<file path="src/rtl/stk_pkg.sv">
package stk_pkg;
   typedef enum logic [1:0] {
      SH_HOLD = 2'd0,
      SH_DOWN = 2'd1,
      SH_UP   = 2'd2,
      SH_SWAP = 2'd3
   } shift_op_e;
endpackage

</file>
<file path="src/rtl/stk_cell.sv">
module stk_cell
   import stk_pkg::*;
#(
   parameter int DATA_W = 16,
   parameter bit IS_TOP = 1'b0
) (
   input  logic              clk,
   input  logic              rst_n,
   input  shift_op_e         op_i,
   input  logic [DATA_W-1:0] near_i,
   input  logic [DATA_W-1:0] far_i,
   output logic [DATA_W-1:0] q_o
);
   always_ff @(posedge clk or negedge rst_n) begin
      if (!rst_n) begin
         q_o <= '0;
      end else begin
         unique case (op_i)
            SH_DOWN: q_o <= near_i;
            SH_UP:   q_o <= far_i;
            SH_SWAP: if (IS_TOP) q_o <= near_i;
            default: q_o <= q_o;
         endcase
      end
   end
endmodule

</file>
<file path="src/rtl/stk_ctrl.sv">
module stk_ctrl
   import stk_pkg::*;
#(
   parameter int DEPTH = 8,
   localparam int CAP   = DEPTH - 1,
   localparam int CNT_W = $clog2(DEPTH)
) (
   input  logic             clk,
   input  logic             rst_n,
   input  logic             push_i,
   input  logic             pop_i,
   input  logic             peek_i,
   output shift_op_e        op_o,
   output logic             load_o,
   output logic             zero_o,
   output logic [CNT_W-1:0] count_o,
   output logic             empty_o,
   output logic             full_o,
   output logic             rvalid_o,
   output logic             overflow_o,
   output logic             underflow_o
);
   logic [CNT_W-1:0] cnt_q, cnt_d;
   logic             ovf_d, udf_d;

   assign empty_o = (cnt_q == '0);
   assign full_o  = (cnt_q == CNT_W'(CAP));
   assign count_o = cnt_q;

   always_comb begin
      op_o   = SH_HOLD;
      load_o = 1'b0;
      zero_o = 1'b0;
      ovf_d  = 1'b0;
      udf_d  = 1'b0;
      cnt_d  = cnt_q;
      if (push_i && pop_i && !empty_o) begin
         op_o   = SH_SWAP;
         load_o = 1'b1;
      end else begin
         if (pop_i) begin
            if (empty_o) begin
               udf_d  = 1'b1;
               zero_o = 1'b1;
            end else begin
               op_o   = SH_UP;
               load_o = 1'b1;
               cnt_d  = cnt_q - CNT_W'(1);
            end
         end
         if (push_i) begin
            if (full_o) begin
               ovf_d = 1'b1;
            end else begin
               op_o  = SH_DOWN;
               cnt_d = cnt_q + CNT_W'(1);
            end
         end
         if (peek_i && !pop_i) load_o = 1'b1;
      end
   end

   always_ff @(posedge clk or negedge rst_n) begin
      if (!rst_n) begin
         cnt_q       <= '0;
         rvalid_o    <= 1'b0;
         overflow_o  <= 1'b0;
         underflow_o <= 1'b0;
      end else begin
         cnt_q       <= cnt_d;
         rvalid_o    <= load_o | zero_o;
         overflow_o  <= ovf_d;
         underflow_o <= udf_d;
      end
   end
endmodule

</file>
<file path="src/rtl/stk_shift_stack.sv">
module stk_shift_stack
   import stk_pkg::*;
#(
   parameter int DATA_W = 16,
   parameter int DEPTH  = 8,
   localparam int CAP   = DEPTH - 1,
   localparam int CNT_W = $clog2(DEPTH)
) (
   input  logic              clk,
   input  logic              rst_n,
   input  logic              push_i,
   input  logic              pop_i,
   input  logic              peek_i,
   input  logic [DATA_W-1:0] wdata_i,
   output logic [DATA_W-1:0] rdata_o,
   output logic              rvalid_o,
   output logic [CNT_W-1:0]  count_o,
   output logic              empty_o,
   output logic              full_o,
   output logic              overflow_o,
   output logic              underflow_o
);
   if (DEPTH < 2) begin : g_bad_depth
      $error("stk_shift_stack: DEPTH must be at least 2");
   end
   if (DATA_W < 1) begin : g_bad_width
      $error("stk_shift_stack: DATA_W must be positive");
   end

   shift_op_e         op;
   logic              load, zero;
   logic [DATA_W-1:0] cell_q [CAP];

   stk_ctrl #(.DEPTH(DEPTH)) u_ctrl (
      .clk        (clk),
      .rst_n      (rst_n),
      .push_i     (push_i),
      .pop_i      (pop_i),
      .peek_i     (peek_i),
      .op_o       (op),
      .load_o     (load),
      .zero_o     (zero),
      .count_o    (count_o),
      .empty_o    (empty_o),
      .full_o     (full_o),
      .rvalid_o   (rvalid_o),
      .overflow_o (overflow_o),
      .underflow_o(underflow_o)
   );

   for (genvar i = 0; i < CAP; i++) begin : g_chain
      logic [DATA_W-1:0] near, far;
      if (i == 0) begin : g_near_in
         assign near = wdata_i;
      end else begin : g_near_prev
         assign near = cell_q[i-1];
      end
      if (i == CAP - 1) begin : g_far_zero
         assign far = '0;
      end else begin : g_far_next
         assign far = cell_q[i+1];
      end
      stk_cell #(.DATA_W(DATA_W), .IS_TOP(i == 0)) u_cell (
         .clk   (clk),
         .rst_n (rst_n),
         .op_i  (op),
         .near_i(near),
         .far_i (far),
         .q_o   (cell_q[i])
      );
   end

   always_ff @(posedge clk or negedge rst_n) begin
      if (!rst_n) begin
         rdata_o <= '0;
      end else if (zero) begin
         rdata_o <= '0;
      end else if (load) begin
         rdata_o <= cell_q[0];
      end
   end
endmodule

</file>
<file path="config.mk">
export PLATFORM = sky130hd
export DESIGN_NAME = stk_shift_stack
export DESIGN_NICKNAME = d
export VERILOG_FILES = /design/src/rtl/stk_pkg.sv /design/src/rtl/stk_cell.sv /design/src/rtl/stk_ctrl.sv /design/src/rtl/stk_shift_stack.sv
export SDC_FILE = /design/constraint.sdc
export NUM_CORES = 1
export LEC_CHECK = 0
export CORE_MARGIN = 2
export CORE_UTILIZATION = 53
export DETAILED_ROUTE_END_ITERATION = 10
export GPL_ROUTABILITY_DRIVEN = 1
export PLACE_DENSITY_LB_ADDON = 0.15
export SETUP_SLACK_MARGIN = 0.05
export SYNTH_ARGS = -nofsm -noshare
export SYNTH_HDL_FRONTEND = slang
export SYNTH_SLANG_ARGS = --single-unit
</file>
<file path="constraint.sdc">
create_clock -name clk -period 2.5 [get_ports clk]
set_input_delay 0.5 -clock clk [delete_from_list [all_inputs] [get_ports clk]]
set_output_delay 0.5 -clock clk [all_outputs]
set_load 0.1 [all_outputs]
</file>
==> impl_metrics.json <==
{
  "stdcell_area_um2": 7370,
  "core_um2": 11400,
  "critPathCaptureType": "flip-flop",
  "crit_fanout": 79,
  "slew_headroom_pct": 64.9,
  "synth_cells": 577,
  "cts_repair_resize_count": 0,
  "gp_congestion": 0.777,
  "drc": 0,
  "max_slew.worst_pin.slew_ns": 0.527,
  "areaGrowthSynthToFinish_pct": 20.1,
  "yosysTopAreaCellShare_pct": 54.7,
  "top_level_ports": 45,
  "postSynth.topFlopCell": "dfrtp_1",
  "met1Wirelength_um": 5960,
  "place_ws_ns": 0.0474,
  "final_nets": 647,
  "drtPass1Iterations": 4,
  "yosysTopAreaCell": "dfrtp_1",
  "clk_latency_ns": 0.41,
  "die_h_um": 112,
  "synth_area_leaders": "dfrtp_1 (55%), mux2i_1 (14%), o21ai_0 (7.9%)",
  "dieArea_um2": 12400,
  "cts_buffer_depth": 2,
  "num_rows": 39,
  "htreeDepth": 4,
  "grt_overflow": 0,
  "cap_viol_max_count": 0,
  "wl_met3_um": 371,
  "cts-root-buf": "clkbuf_16",
  "drt_iter0_drc": 220,
  "die_w_um": 112,
  "clk_pin_slew_worst_paths_ns": 0.05,
  "rsz0062_at_grt": "no",
  "ys_warn_count": 0,
  "synth.distinct_cells": 29,
  "wire_per_inst_um": 14.7,
  "p_leak_nw": 3.21,
  "yosysSeqAreaShare_pct": 54.7,
  "dp.cells": 743,
  "crit_path_start_kind": "flip-flop",
  "dr_total_vias": 4094,
  "detail-route-antenna-nets": 0,
  "power_density_nw_per_um2": 1420,
  "post_cts_buffers": 0,
  "setup_viol": 0,
  "outcome": "complete, no violations",
  "cp.arrival_ns": 2.48,
  "finalHoldViolations": 0,
  "path_class": "reg -> reg",
  "synth_edf_count": 0,
  "syn-cell-area_um2": 6130,
  "antenna_cells": 0,
  "cts_hold_buf": 0,
  "max_freq_ghz": 0.451,
  "clock_sinks": 134,
  "routed.top_layer": "met4",
  "initial_utilization_pct": 53.9,
  "viasPerCell": 5.30,
  "stdcell_count": 773,
  "ys_ff_latch": 134,
  "route.met2.wl_um": 4900,
  "drive_gt1_share_pct": 16.8,
  "cp.required_ns": 2.77,
  "fin_crit_sh_pct": 88.6,
  "worst_clock_skew_ns": 0.00908,
  "gr-usage-all-layers_pct": 19.8,
  "grt_pass1_wl_um": 20100,
  "syn_area_per_cell_um2": 10.6,
  "drt-total-wl_um": 11400,
  "portBuffers": 44,
  "synthArstFlopShare_pct": 100,
  "grt_pass1_vias": 4035,
  "grt_antenna_before_repair": 0,
  "p_total_mw": 10.5,
  "postLayoutSetupSlackWorst_ns": 0.284,
  "layout_min_cycle_time_ns": 2.22,
  "hpwl_um": 7660,
  "cts_tree": "built",
  "finalCoreUtilization_pct": 64.8,
  "irDropWorstVdd_uv": 1100,
  "drv_slew": 0,
  "syn_nets": 605,
  "cts_buffers": 17,
  "hold_path.class": "in -> async",
  "grt_start_max_net_pins": 80,
  "post_dp_cell_area_um2": 6840
}
[path summary, 6_finish.rpt]
path,start,endpoint,slack [ns],depth (start not counted)
worst max register to register,u_ctrl.count_o[1],g_chain[6].u_cell.q_o[11],0.28,8
min in group clk,g_chain[6].u_cell.q_o[8],g_chain[6].u_cell.q_o[8],0.48,2
worst max-delay path,u_ctrl.count_o[1],g_chain[6].u_cell.q_o[11],0.28,8
worst min register to register,g_chain[6].u_cell.q_o[8],g_chain[6].u_cell.q_o[8],0.48,2
max in group asynchronous,rst_n,u_ctrl.count_o[1],1.76,2
worst min-delay path,rst_n,g_chain[5].u_cell.q_o[10],0.05,1
[state kept, by name, summed over array words and instances, names as in the netlist]
name	flops
g_chain.u_cell.q_o	112
rdata_o	16
u_ctrl.count_o	3
u_ctrl.overflow_o	1
u_ctrl.rvalid_o	1
u_ctrl.underflow_o	1
[through the flow]
| step | hold slack [ns] | setup TNS, ns |
|---|---|---|
| after detailed placement | 0.470 | 0 |
| final | 0.0473 | 0 |
| after CTS | 0.0654 | 0 |
| after global routing | 0.0868 | 0 |
| after global placement | 0.462 | 0 |
| after floorplan | 0.204 | -0.140 |
[power by group]
part | internal (mW) | switching, mW
combinational | 1.57 | 2.77
clock | 1.34 | 0.862
sequential | 3.14 | 0.786
total | 6.05 | 4.42
[kinds of logic (layout without fill, tap and decap cells)]
| kind of cell | Yosys count | after routing | synth area share, % |
|---|---|---|---|
| and+or+nand+nor | 155 | 155 | 10.6 |
| DFF | 134 | 134 | 54.7 |
| AOI/OAI and AO/OA | 119 | 119 | 9.85 |
| muxes | 115 | 115 | 20.0 |
| buffers and inverters | 46 | 99 | 3.26 |
| adders and majority gates | 7 | 7 | 1.43 |
| xor gates and xnor gates | 1 | 1 | 0.143 |
[metal layers]
layer / track usage [%] / vias up
met4: 6.01 / 0
li1: - / 2047
met2: 28.3 / 59
met3: 5.06 / 12
met5: 0 / -
met1: 30.1 / 1976
[critical path: stages, from the launching register on]
cell and delay (ns):
dfrtp_4 0.50, ha_4 0.18, ha_4 0.17, nor2b_4 0.13, a31o_1 0.23, inv_4 0.09
ha_4 0.33, buf_12 0.27, o21ai_0 0.16
[cell type report]
class / count / area (µm²)
fillers: 909 / 4000
flip-flops and latches: 134 / 3360
multi-input cells: 397 / 2630
repair buffers: 62 / 642
clock buffers: 20 / 437
well taps: 143 / 179
clock inverters: 10 / 85.1
inverters: 7 / 28.8
[cell usage in the layout, fill, tap and decap left out, drive strengths merged, types with 2 or more instances in the layout]
| cell type | synthesis | final |
|---|---|---|
| o21ai | 97 | 97 |
| mux2i | 83 | 83 |
| clkinvlp | 0 | 4 |
| inv | 6 | 6 |
| a21oi | 19 | 19 |
| clkbuf | 26 | 20 |
| clkdlybuf4s50 | 0 | 19 |
| nand2 | 129 | 129 |
| mux2 | 32 | 32 |
| nand2b | 17 | 17 |
| ha | 7 | 7 |
| dfrtp | 134 | 134 |
| nor2 | 3 | 3 |
| clkinv | 1 | 6 |
| buf | 13 | 43 |
| nor3 | 2 | 2 |
| nor2b | 2 | 2 |
[synthesized netlist by cell type, types with 2 or more instances]
master    count
ha_1          7
mux2_2       16
inv_1         5
clkbuf_1     26
a21oi_1      19
mux2_1        6
dfrtp_1     134
mux2i_1      83
nor2_1        3
nand2_1     129
buf_2         7
o21ai_0      97
mux2_4       10
nor3_1        2
buf_1         4
nand2b_1     16
Power figures use the tool's default switching activity.
